[src/rtl/dtap_pkg.sv]
package dtap_pkg;

    localparam int DEF_DB_MS  = 40;
    localparam int DEF_WIN_MS = 350;
    localparam int DEF_NBLK   = 3;

    typedef logic [1:0] press_sr_t;

    typedef struct packed {
        logic low_off;
        logic blk_off;
    } mode_t;

    typedef struct packed {
        logic level;
        logic press_start;
    } btn_sync_t;

    function automatic press_sr_t shift_one(input press_sr_t sr);
        return {sr[0], 1'b1};
    endfunction

    function automatic mode_t mode_from(input press_sr_t sr);
        mode_t m;
        m.low_off = sr[1];
        m.blk_off = sr[1];
        return m;
    endfunction

endpackage

[src/rtl/dtap_sync.sv]
module dtap_sync
    import dtap_pkg::*;
(
    input  logic      clk,
    input  logic      rst,
    input  logic      din_n,
    output btn_sync_t sync_o
);
    logic [2:0] pipe;

    always_ff @(posedge clk) begin
        if (rst) pipe <= 3'b111;
        else     pipe <= {pipe[1:0], din_n};
    end

    always_comb begin
        sync_o.level       = pipe[1];
        sync_o.press_start = pipe[2] & ~pipe[1];
    end
endmodule

[src/rtl/dtap_debounce.sv]
module dtap_debounce #(
    parameter int DB_MS = 40
) (
    input  logic clk,
    input  logic rst,
    input  logic tick,
    input  logic level_in,
    output logic level_out,
    output logic fall_pulse
);
    localparam int CW = (DB_MS > 1) ? $clog2(DB_MS + 1) : 1;
    localparam logic [CW-1:0] LAST = CW'(DB_MS - 1);

    logic [CW-1:0] cnt;

    always_ff @(posedge clk) begin
        if (rst) begin
            level_out  <= 1'b1;
            cnt        <= '0;
            fall_pulse <= 1'b0;
        end else begin
            fall_pulse <= 1'b0;
            if (level_in == level_out) begin
                cnt <= '0;
            end else if (tick) begin
                if (cnt == LAST) begin
                    level_out  <= level_in;
                    cnt        <= '0;
                    fall_pulse <= ~level_in;
                end else begin
                    cnt <= cnt + 1'b1;
                end
            end
        end
    end
endmodule

[src/rtl/dtap_window.sv]
module dtap_window #(
    parameter int WIN_MS = 350
) (
    input  logic clk,
    input  logic rst,
    input  logic tick,
    input  logic press_start,
    output logic active,
    output logic clr_req
);
    localparam int WCW = (WIN_MS > 1) ? $clog2(WIN_MS + 1) : 1;
    localparam logic [WCW-1:0] LAST = WCW'(WIN_MS - 1);

    logic [WCW-1:0] wc;

    always_ff @(posedge clk) begin
        if (rst) begin
            active <= 1'b0;
            wc     <= '0;
        end else if (!active) begin
            if (press_start) begin
                active <= 1'b1;
                wc     <= '0;
            end
        end else if (tick) begin
            if (wc == LAST) active <= 1'b0;
            else            wc     <= wc + 1'b1;
        end
    end

    assign clr_req = press_start & ~active;
endmodule

[src/rtl/dtap_mode_detect.sv]
module dtap_mode_detect
    import dtap_pkg::*;
#(
    parameter int DB_MS  = DEF_DB_MS,
    parameter int WIN_MS = DEF_WIN_MS,
    parameter int NBLK   = DEF_NBLK
) (
    input  logic            clk,
    input  logic            rst,
    input  logic            ms_tick,
    input  logic            btn_raw_n,
    input  logic            dip_low_en,
    input  logic [NBLK-1:0] dip_blk_en,
    output logic            mode_low_off,
    output logic            mode_blk_off,
    output logic            low_en,
    output logic [NBLK-1:0] blk_en
);
    btn_sync_t sync_s;
    logic      deb_level;
    logic      deb_fall;
    logic      win_act;
    logic      clr_req;
    press_sr_t sr;
    mode_t     mode;

    dtap_sync u_sync (
        .clk    (clk),
        .rst    (rst),
        .din_n  (btn_raw_n),
        .sync_o (sync_s)
    );

    dtap_debounce #(.DB_MS(DB_MS)) u_deb (
        .clk        (clk),
        .rst        (rst),
        .tick       (ms_tick),
        .level_in   (sync_s.level),
        .level_out  (deb_level),
        .fall_pulse (deb_fall)
    );

    dtap_window #(.WIN_MS(WIN_MS)) u_win (
        .clk         (clk),
        .rst         (rst),
        .tick        (ms_tick),
        .press_start (sync_s.press_start),
        .active      (win_act),
        .clr_req     (clr_req)
    );

    always_ff @(posedge clk) begin
        if (rst)           sr <= '0;
        else if (clr_req)  sr <= '0;
        else if (deb_fall) sr <= shift_one(sr);
    end

    assign mode         = mode_from(sr);
    assign mode_low_off = mode.low_off;
    assign mode_blk_off = mode.blk_off;
    assign low_en       = dip_low_en & ~mode.low_off;

    for (genvar g = 0; g < NBLK; g++) begin : g_blk
        assign blk_en[g] = dip_blk_en[g] & ~mode.blk_off;
    end
endmodule

[config.mk]
export PLATFORM = sky130hd
export DESIGN_NAME = dtap_mode_detect
export DESIGN_NICKNAME = d
export VERILOG_FILES = /design/src/rtl/dtap_pkg.sv /design/src/rtl/dtap_sync.sv /design/src/rtl/dtap_debounce.sv /design/src/rtl/dtap_window.sv /design/src/rtl/dtap_mode_detect.sv
export SDC_FILE = /design/constraint.sdc
export NUM_CORES = 1
export LEC_CHECK = 0
export BUFFER_PORTS_ARGS = -buffer_cell sky130_fd_sc_hd__buf_2
export CAP_MARGIN = 20
export CORE_MARGIN = 2
export CORE_UTILIZATION = 50
export CTS_CLUSTER_SIZE = 12
export DETAILED_ROUTE_END_ITERATION = 10
export GPL_ROUTABILITY_DRIVEN = 0
export PLACE_DENSITY_LB_ADDON = 0.1
export SETUP_SLACK_MARGIN = 0.05
export SYNTH_ARGS = -nofsm -noshare
export SYNTH_HDL_FRONTEND = slang
export SYNTH_HIERARCHICAL = 1
export SYNTH_SLANG_ARGS = --single-unit
[constraint.sdc]
create_clock -name clk -period 1.66 [get_ports clk]
set_clock_uncertainty 0.05 [all_clocks]
set_input_delay 0.166 -clock clk [delete_from_list [all_inputs] [get_ports clk]]
set_output_delay 0.166 -clock clk [all_outputs]
set_load 0.005 [all_outputs]
==> qor.yml <==
status: "completed"
synth_seq_area_share_pct: 41.8
cts.htree.levels: 1
antenna_left: 0
cap_violations: 0
synth_seq_cells: 23
synth_top_flop_cell: "dfxtp_1"
grt_overflow: 0
die_h_microns: 50.9
synth.largest_area_cell: "dfxtp_1"
ys_types: 41
final_util_pct: 65.2
grt_most_used_layer: "met2"
timing.rr.start: "u_win/wc[1]$_SDFFE_PP0P_"
yosys.area.top_type_share_pct: 41.8
p_leak_uw: 0.000512
rsz0062_at_grt: "yes"
initial_core_util_pct: 54.5
netlist_top_cells_area: "dfxtp_1 42%, nor2_1 4.4%, ha_1 3.4%"
antenna_cells: 0
rows: 16
hp-class: "input port to flip-flop"
dieArea_sq_mm: 0.00259
stdcell_count: 166
cts_tree: "done"
power_uw: 882
die_w_microns: 50.9
io_buffer_count: 13
ir_worst_vdd_mv: 0.519
synth.most_common_cell: "dfxtp_1"
area_delta_synth_final_pct: 19.8
cp.required_ps: 1820
grtUsageMet2_pct: 30.3
wl_per_cell_microns: 13.8
yosys-top-cells-count: "23 x dfxtp_1, 13 x nor2_1, 8 x nand2_1"
first_pass_iters: 4
timing_hold_violations_final: 0
fp.coreArea_sq_mm: 0.00202
setup_viol: 0
synth_fp_nets: 127
vias: 919
dp_hpwl_microns: 1620
placed_cells: 157
layout_min_cycle_time_ps: 1550
whs_ps: 187
hp-start: "ms_tick"
crit_fanout: 4
clk_latency_ps: 310
cp-start-kind: "flip-flop"
arrival_ps: 1710
routed_wl_microns: 2290
grt.total_usage_pct: 18.6
cts_made_buffers: 3
post_drt_via_cell_ratio: 5.54
slew_violations: 0
antenna_found_initial: 0
grtUsageMet3_pct: 2.92
grt_max_degree: 24
cts_root_buf: "clkbuf_4"
grt_pass1_wl_microns: 3640
netlist_area_sq_mm: 0.00110
startpoint: "u_win/wc[1]$_SDFFE_PP0P_"
grt_pass1_vias: 812
setup_tns_ps: 0
cts_sinks: 23
clockBufferDepth: 2
p_per_area_mw_per_mm2: 669
critical_path_class: "flip-flop to flip-flop"
yosysWarningCount: 6
synth_edf_count: 0
met1_usage_pct: 25.0
drt_first_iter_violations: 20
period_share_pct: 93.3
slew_headroom_pct: 69.2
synthCells: 116
drc: 0
clk_pin_slew_worst_paths_ps: 130
io_pins: 14
nets: 151
tightest_slew_ps: 456
clock.fmax_mhz: 646
synthArstFlopShare_pct: 0
drive_above_1_share_pct: 30.2
syn_avg_cell_area_sq_um: 9.49
cp-end-kind: "flip-flop"
-- flip-flops by register name, indices dropped and copies added (netlist names) --
name              flops
u_deb/fall_pulse      1
u_win/wc              9
u_sync/pipe           3
u_deb/level_out       1
sr                    2
u_deb/cnt             6
u_win/active          1
-- report_power, final --
part / switching [uW] / internal (uW)
Clock: 163 / 89.8
Sequential: 6.21 / 557
Combinational: 32.8 / 32.9
-- cell families (layout without fill, tap and decap cells) --
group	count (synthesis)	count (layout)	synth area share, %
buffers and inverters	8	31	3.41
XOR/XNOR	5	5	3.98
AND/OR/NAND/NOR	57	57	30.9
multiplexers	4	4	3.86
flip-flops	23	23	41.8
AO/OA/AOI/OAI	16	16	12.6
adder cells (fa/ha/maj)	3	3	3.41
-- per-stage QoR --
stage                     setup slack (ps)  area (sq um)
after floorplan                       89.3          1100
after global placement                 175          1210
after detailed placement               119          1210
after CTS                              104          1240
after global routing                  17.6          1320
final                                  112          1320
-- layout make-up --
type	count	area (sq um)
tap	27	33.8
timing repair buffer	22	135
clock buffer	3	22.5
fill	175	703
multi-input combinational	85	637
clock inverter	1	5.00
sequential	23	467
inverter	5	18.8
-- worst max-delay path, cell delays in order, from the launching register on --
cell,delay [ps]
dfxtp_2,360
inv_2,60
ha_4,130
nand2_4,60
o41ai_4,390
nor3_2,90
mux2_1,310
-- cells in the final DEF (no fill, tap or decap), types with 3 or more instances in the layout --
cell | synthesis | layout
dfxtp_1 | 23 | 20
nor2_1 | 13 | 13
buf_2 | 0 | 13
buf_4 | 2 | 8
nand2_1 | 8 | 7
nor2b_1 | 4 | 4
xor2_1 | 4 | 4
inv_1 | 5 | 4
nand4b_1 | 4 | 4
nor3_1 | 3 | 3
clkbuf_4 | 0 | 3
o21ai_0 | 3 | 3
nand2b_1 | 3 | 3
nand4_1 | 3 | 3
or2_1 | 3 | 3
-- layer usage --
layer,wire [microns],vias to the layer above
li1,-,467
met1,1050,429
met2,1110,21
met3,123,2
met4,12,0
met5,0,-
-- final timing paths --
check	to	slack, ps	cells past startpoint
worst max-delay path	u_win/wc[4]$_SDFFE_PP0P_	110	6
worst min-delay path	u_deb/cnt[0]$_SDFFE_PP0P_	190	3
worst max register to register	u_win/wc[4]$_SDFFE_PP0P_	110	6
worst min register to register	u_sync/pipe[1]$_SDFF_PP1_	400	1
-- what timing repair did --
| item | in CTS | in global routing |
|---|---|---|
| buffers inserted | 0 | 4 |
| endpoints found under the setup margin | 0 | 5 |
| hold buffers | 0 | 1 |
| endpoints found under the hold margin | 0 | 1 |
| resized for setup | 0 | 11 |
No activity file was read; power rests on OpenSTA's default activity.
